===== config.mk =====
export PLATFORM = sky130hd
export DESIGN_NAME = smi_rd_master
export DESIGN_NICKNAME = d
export VERILOG_FILES = /design/src/rtl/smi_pkg.sv /design/src/rtl/smi_div.sv /design/src/rtl/smi_txsr.sv /design/src/rtl/smi_rxsr.sv /design/src/rtl/smi_rd_master.sv
export SDC_FILE = /design/constraint.sdc
export NUM_CORES = 1
export LEC_CHECK = 0
export BUFFER_PORTS_ARGS = -buffer_cell sky130_fd_sc_hd__buf_2
export CORE_MARGIN = 1
export CORE_UTILIZATION = 33
export DETAILED_ROUTE_END_ITERATION = 6
export SETUP_SLACK_MARGIN = 0.3
export SLEW_MARGIN = 20
export SYNTH_ARGS = -nofsm -noshare
export SYNTH_HDL_FRONTEND = slang
export SYNTH_HIERARCHICAL = 1
export SYNTH_SLANG_ARGS = --single-unit

===== constraint.sdc =====
create_clock -name clk_i -period 2.6 [get_ports clk_i]
set_input_delay 0.26 -clock clk_i [delete_from_list [all_inputs] [get_ports clk_i]]
set_output_delay 0.26 -clock clk_i [all_outputs]
set_load 0.01 [all_outputs]

===== src/rtl/smi_pkg.sv =====
package smi_pkg;
  localparam int DATA_W    = 16;
  localparam int ADDR_W    = 16;
  localparam int CMD_W     = 8;
  localparam int SYNC_W    = 3;
  localparam int TX_BITS   = SYNC_W + CMD_W + ADDR_W;   // 27
  localparam int SLOT_TURN = TX_BITS;                   // 27
  localparam int SLOT_RX0  = SLOT_TURN + 1;             // 28
  localparam int SLOT_STOP = SLOT_RX0 + DATA_W;         // 44
  localparam int SLOT_LAST = SLOT_STOP + 2;             // 46
  localparam int SLOT_W    = $clog2(SLOT_LAST + 1);

  typedef enum logic {ST_IDLE, ST_RUN} smi_state_e;
endpackage


===== src/rtl/smi_div.sv =====
module smi_div #(
  parameter int DIV_W = 8
) (
  input  logic             clk_i,
  input  logic             rst_ni,
  input  logic             load_i,
  input  logic             run_i,
  input  logic [DIV_W-1:0] div_i,
  output logic             tick_o
);
  logic [DIV_W-1:0] lim_q, cnt_q;

  assign tick_o = run_i && (cnt_q == lim_q);

  always_ff @(posedge clk_i or negedge rst_ni) begin
    if (!rst_ni) begin
      lim_q <= '0;
      cnt_q <= '0;
    end else if (load_i) begin
      lim_q <= (div_i == '0) ? '0 : div_i - 1'b1;
      cnt_q <= '0;
    end else if (run_i) begin
      cnt_q <= tick_o ? '0 : cnt_q + 1'b1;
    end
  end
endmodule


===== src/rtl/smi_txsr.sv =====
module smi_txsr #(
  parameter int W = 27
) (
  input  logic         clk_i,
  input  logic         rst_ni,
  input  logic         load_i,
  input  logic [W-1:0] data_i,
  input  logic         shift_i,
  output logic         msb_o
);
  logic [W-1:0] sr_q;

  assign msb_o = sr_q[W-1];

  always_ff @(posedge clk_i or negedge rst_ni) begin
    if (!rst_ni)      sr_q <= '0;
    else if (load_i)  sr_q <= data_i;
    else if (shift_i) sr_q <= {sr_q[W-2:0], 1'b0};
  end
endmodule


===== src/rtl/smi_rxsr.sv =====
module smi_rxsr #(
  parameter int W = 16
) (
  input  logic         clk_i,
  input  logic         rst_ni,
  input  logic         sample_i,
  input  logic         bit_i,
  output logic [W-1:0] data_o
);
  localparam int HB = W / 2;
  logic [W-1:0] sr_q;

  // first byte received is the low byte
  assign data_o = {sr_q[HB-1:0], sr_q[W-1:HB]};

  always_ff @(posedge clk_i or negedge rst_ni) begin
    if (!rst_ni)       sr_q <= '0;
    else if (sample_i) sr_q <= {sr_q[W-2:0], bit_i};
  end
endmodule


===== src/rtl/smi_rd_master.sv =====
module smi_rd_master
  import smi_pkg::*;
#(
  parameter logic [7:0] CMD_BYTE = 8'hA9,
  parameter int         DIV_W    = 8
) (
  input  logic                clk_i,
  input  logic                rst_ni,
  input  logic                start_i,
  input  logic [ADDR_W-1:0]   addr_i,
  input  logic [DIV_W-1:0]    div_i,
  output logic                busy_o,
  output logic                done_o,
  output logic [DATA_W-1:0]   rdata_o,
  output logic                sck_o,
  output logic                sda_o,
  output logic                sda_oe_o,
  input  logic                sda_i
);
  localparam logic [SLOT_W-1:0] S_TX   = SLOT_W'(TX_BITS);
  localparam logic [SLOT_W-1:0] S_RX0  = SLOT_W'(SLOT_RX0);
  localparam logic [SLOT_W-1:0] S_STOP = SLOT_W'(SLOT_STOP);
  localparam logic [SLOT_W-1:0] S_LAST = SLOT_W'(SLOT_LAST);
  localparam logic [2:0]        SYNC   = 3'b101;

  smi_state_e        state_q;
  logic [SLOT_W-1:0] slot_q;
  logic              half_q, sck_q, done_q;
  logic [DATA_W-1:0] rdata_q;
  logic              tick, load, run, tx_bit, tx_shift, rx_sample;
  logic [DATA_W-1:0] rx_data;
  logic [TX_BITS-1:0] tx_frame;

  assign run       = (state_q == ST_RUN);
  assign load      = (state_q == ST_IDLE) && start_i;
  assign tx_frame  = {SYNC, CMD_BYTE, addr_i[7:0], addr_i[15:8]};
  assign tx_shift  = run && tick && half_q && (slot_q < S_TX);
  assign rx_sample = run && tick && !half_q && (slot_q >= S_RX0) && (slot_q < S_STOP);

  smi_div #(.DIV_W(DIV_W)) u_div (
    .clk_i, .rst_ni, .load_i(load), .run_i(run), .div_i, .tick_o(tick)
  );

  smi_txsr #(.W(TX_BITS)) u_tx (
    .clk_i, .rst_ni, .load_i(load), .data_i(tx_frame),
    .shift_i(tx_shift), .msb_o(tx_bit)
  );

  smi_rxsr #(.W(DATA_W)) u_rx (
    .clk_i, .rst_ni, .sample_i(rx_sample), .bit_i(sda_i), .data_o(rx_data)
  );

  always_ff @(posedge clk_i or negedge rst_ni) begin
    if (!rst_ni) begin
      state_q <= ST_IDLE;
      slot_q  <= '0;
      half_q  <= 1'b0;
      sck_q   <= 1'b0;
      done_q  <= 1'b0;
      rdata_q <= '0;
    end else begin
      done_q <= 1'b0;
      unique case (state_q)
        ST_IDLE: if (start_i) begin
          state_q <= ST_RUN;
          slot_q  <= '0;
          half_q  <= 1'b0;
          sck_q   <= 1'b0;
        end
        ST_RUN: if (tick) begin
          if (!half_q) begin
            half_q <= 1'b1;
            sck_q  <= 1'b1;
          end else begin
            half_q <= 1'b0;
            sck_q  <= 1'b0;
            if (slot_q == S_LAST) begin
              state_q <= ST_IDLE;
              done_q  <= 1'b1;
              rdata_q <= rx_data;
            end else begin
              slot_q <= slot_q + 1'b1;
            end
          end
        end
        default: state_q <= ST_IDLE;
      endcase
    end
  end

  // slot 44 drives the stop low bit; 45 and the extra pulse drive high
  always_comb begin
    if (!run)                sda_o = 1'b0;
    else if (slot_q < S_TX)  sda_o = tx_bit;
    else if (slot_q == S_STOP) sda_o = 1'b0;
    else                     sda_o = 1'b1;
  end

  assign sda_oe_o = run && !((slot_q >= S_TX) && (slot_q < S_STOP));
  assign busy_o   = run;
  assign done_o   = done_q;
  assign rdata_o  = rdata_q;
  assign sck_o    = sck_q;
endmodule


==> flow_summary.yaml <==
setup_path:
  path_cells: "xnor2_1 -> nand4_1 -> nor3_4 -> nand3_2 -> nor3_4 -> buf_4 -> buf_8 -> mux2i_1 -> o21ai_0"
  critPathArrivalTime_ps: 2380
  cpPeakStageDelay_ps: 430
  required_ps: 2820
  crit_path_max_fanout: 13
  crit_type: "reg2reg"
  crit_family: "simple AND/OR/NAND/NOR gates"
  cp-start-kind: "register"
  crit_path_frequent_cell: "nor3_4"
  r2r_start: "u_div/cnt_q[0]$_DFFE_PN0P_"
  reg2reg_slack_ps: 440
  rr_endpoint: "u_tx/sr_q[25]$_DFFE_PN0P_"
  crit_cells: 9
  crit_slowest_cell: "dfrtp_2"
  crit_buf_inv: 2
  reg2regPathDepth: 9
  end_kind: "register"
logic_synthesis:
  syn_inst: 344
  ys_ff_latch: 84
  netlist_area_um2: 4080
  async_flop_share_pct: 100
  synth-main-ff-cell: "dfrtp_1"
  ys_types: 48
  synth_area_per_cell_um2: 11.9
  yosysSeqAreaShare_pct: 51.5
  synth_area_leader_cell: "dfrtp_1"
  synth.area.top_cells: "dfrtp_1, mux2i_1, mux2_4"
  synth_edf_count: 0
  ys_top_cells_by_count: "dfrtp_1, nand2_1, mux2i_1"
  synth_top_area_share_pct: 51.5
  yosys.cell_count.top_type: "dfrtp_1"
  yosys_warnings: 6
global_route:
  grt_antenna_before_repair: 0
  grt_max_degree: 56
  grt_pass1_wl_mm: 12.6
  grt_pass1_vias: 2631
  grtUsageTotal_pct: 12.3
  overflow: 0
place:
  dp_cells: 559
  dp_hpwl_mm: 4.89
  port_buffers: 48
  globalplace.congestion: 0.815
drt:
  avgRoutedWirePerCell_um: 12.8
  drc_errors: 0
  drtAntennaViolNets: 0
  via_per_inst: 4.60
  via_count: 2697
  drt_wl_total_mm: 7.51
  drtPass1Iterations: 4
  drt-initial-drc-count: 144
layout:
  fin_nets: 447
  fillers: 1184
  antenna_cells: 0
  syn_to_final_growth_pct: 22.1
  seqCellArea_um2: 2110
  final_cell_count_no_fill: 586
  drive_gt1_share_pct: 30.9
  multiInputGateArea_um2: 1850
timing:
  worstMarginPinSlew_ps: 609
  slew_headroom_pct: 59.4
  setup_viol: 0
  finClkSkew_ps: 7.31
  fmaxAchievable_mhz: 463
  period_needed_ps: 2160
  period_share_pct: 83.1
  hold_viol: 0
  rsz0062_at_grt: "false"
  slew_violations: 0
  finalSetupTns_ps: 0
cts:
  cts_buffer_depth: 2
  cts_max_level: 3
  cts.clk_slew.worst_paths_ps: 60
  ctsRootBufferMaster: "clkbuf_16"
  cts_tree: "yes"
  clkLatencyLatePin_ps: 340
  cts_buffers: 9
  cts_sinks: 84
die:
  fp.dieW_um: 113
  dieHeight_um: 113
  dieArea_um2: 12800
  pin_count: 49
  rows: 40
  core-area_um2: 12100
  start_util_pct: 33.9
worst_hold_path:
  worstHoldPathType: "in2reg"
  min-delay-start: "addr_i[4]"
  worstHoldEndpoint: "u_tx/sr_q[12]$_DFFE_PN0P_"
  min_path_cells: 3
flow_run:
  maxCapViolCount: 0
status:
  outcome: "finished clean"
power_and_ir_drop:
  leakage_uw: 0.00226
  vdd_drop_max_v: 0.000332
  power.density_nw_per_um2: 772
worst register-to-register path, delay by kind of cell, from the launching register on:
family | cells | cell delay (ps)
and+or+nand+nor | 4 | 800
xor gates and xnor gates | 1 | 190
muxes | 1 | 210
AOI/OAI and AO/OA | 1 | 90
DFF | 1 | 430
buffers and inverters | 2 | 330
final cells by class:
type                       count  area share, %
sequential                    84           42.3
timing repair buffer          65           8.56
clock buffer                  11           4.87
clock inverter                 5           1.71
multi-input combinational    236           37.1
tap                          168           4.22
inverter                      17           1.28
cells by family after synthesis:
group | count (synthesis) | synth area share [%]
flip-flops | 84 | 51.5
adder cells (fa/ha/maj) | 6 | 1.84
multiplexers | 61 | 17.7
AO/OA/AOI/OAI | 54 | 8.61
buffers and inverters | 33 | 5.30
other | 2 | 0.184
AND/OR/NAND/NOR | 83 | 10.4
XOR/XNOR | 21 | 4.50
power breakdown:
group	switching (uW)	total [uW]	internal (uW)
registers	216	1760	1550
logic	338	696	359
clock network	517	1390	871
layer usage:
layer | wire [um] | vias to the layer above | share of wire (%) | track usage, %
met5 | 0 | - | 0 | 0
met4 | 110 | 0 | 1.5 | 5.18
met3 | 261 | 10 | 3.5 | 3.11
met2 | 3480 | 50 | 46 | 19.8
met1 | 3660 | 1303 | 49 | 15.8
li1 | - | 1334 | - | -
timing repair:
item | CTS | global route
hold endpoints to repair | 46 | 0
gates resized for setup | 0 | 13
endpoints found under the setup margin | 0 | 59
setup buffers | 0 | 8
hold buffers | 1 | 0
worst max path at each step:
stage | start | end | slack [ps]
floorplan | u_div/cnt_q[0]$_DFFE_PN0P_ | u_tx/sr_q[12]$_DFFE_PN0P_ | 330
global placement | u_div/cnt_q[1]$_DFFE_PN0P_ | u_tx/sr_q[12]$_DFFE_PN0P_ | 420
detailed placement | u_div/cnt_q[0]$_DFFE_PN0P_ | rdata_o[9]$_DFFE_PN0P_ | 380
CTS | u_div/cnt_q[0]$_DFFE_PN0P_ | u_tx/sr_q[11]$_DFFE_PN0P_ | 360
global route | u_div/cnt_q[1]$_DFFE_PN0P_ | u_tx/sr_q[25]$_DFFE_PN0P_ | 290
finish | u_div/cnt_q[0]$_DFFE_PN0P_ | u_tx/sr_q[25]$_DFFE_PN0P_ | 440
registers in the layout, summed over array words and instances, names as in the netlist:
name         flops
u_div/cnt_q      8
busy_o           1
rdata_o         16
sck_o            1
done_o           1
u_tx/sr_q       27
u_rx/sr_q       16
u_div/lim_q      8
slot_q           6
stage by stage:
| step | hold WS (ps) | setup WS (ps) | area (um2) | utilization, % | power (uW) |
|---|---|---|---|---|---|
| global placement | 307 | 420 | 4520 | 37.4 | 2340 |
| global route | 142 | 287 | 4990 | 41.3 | 4050 |
| floorplan | -35.6 | 334 | 4120 | - | 2160 |
| finish | 129 | 440 | 4990 | 41.3 | 3850 |
| detailed placement | 323 | 382 | 4520 | 37.4 | 2370 |
| CTS | 120 | 359 | 4850 | 40.2 | 3770 |
placed cells by master (no fill, tap or decap), types with 10 or more instances in the layout:
cell,count
dfrtp_1,80
xnor2_1,13
mux2_2,12
clkbuf_16,10
o21ai_1,19
buf_4,12
nand2_1,39
mux2_4,19
buf_2,47
nor2_1,10
mux2i_1,28
inv_1,15
conb_1,11
Power figures use the tool's default switching activity.
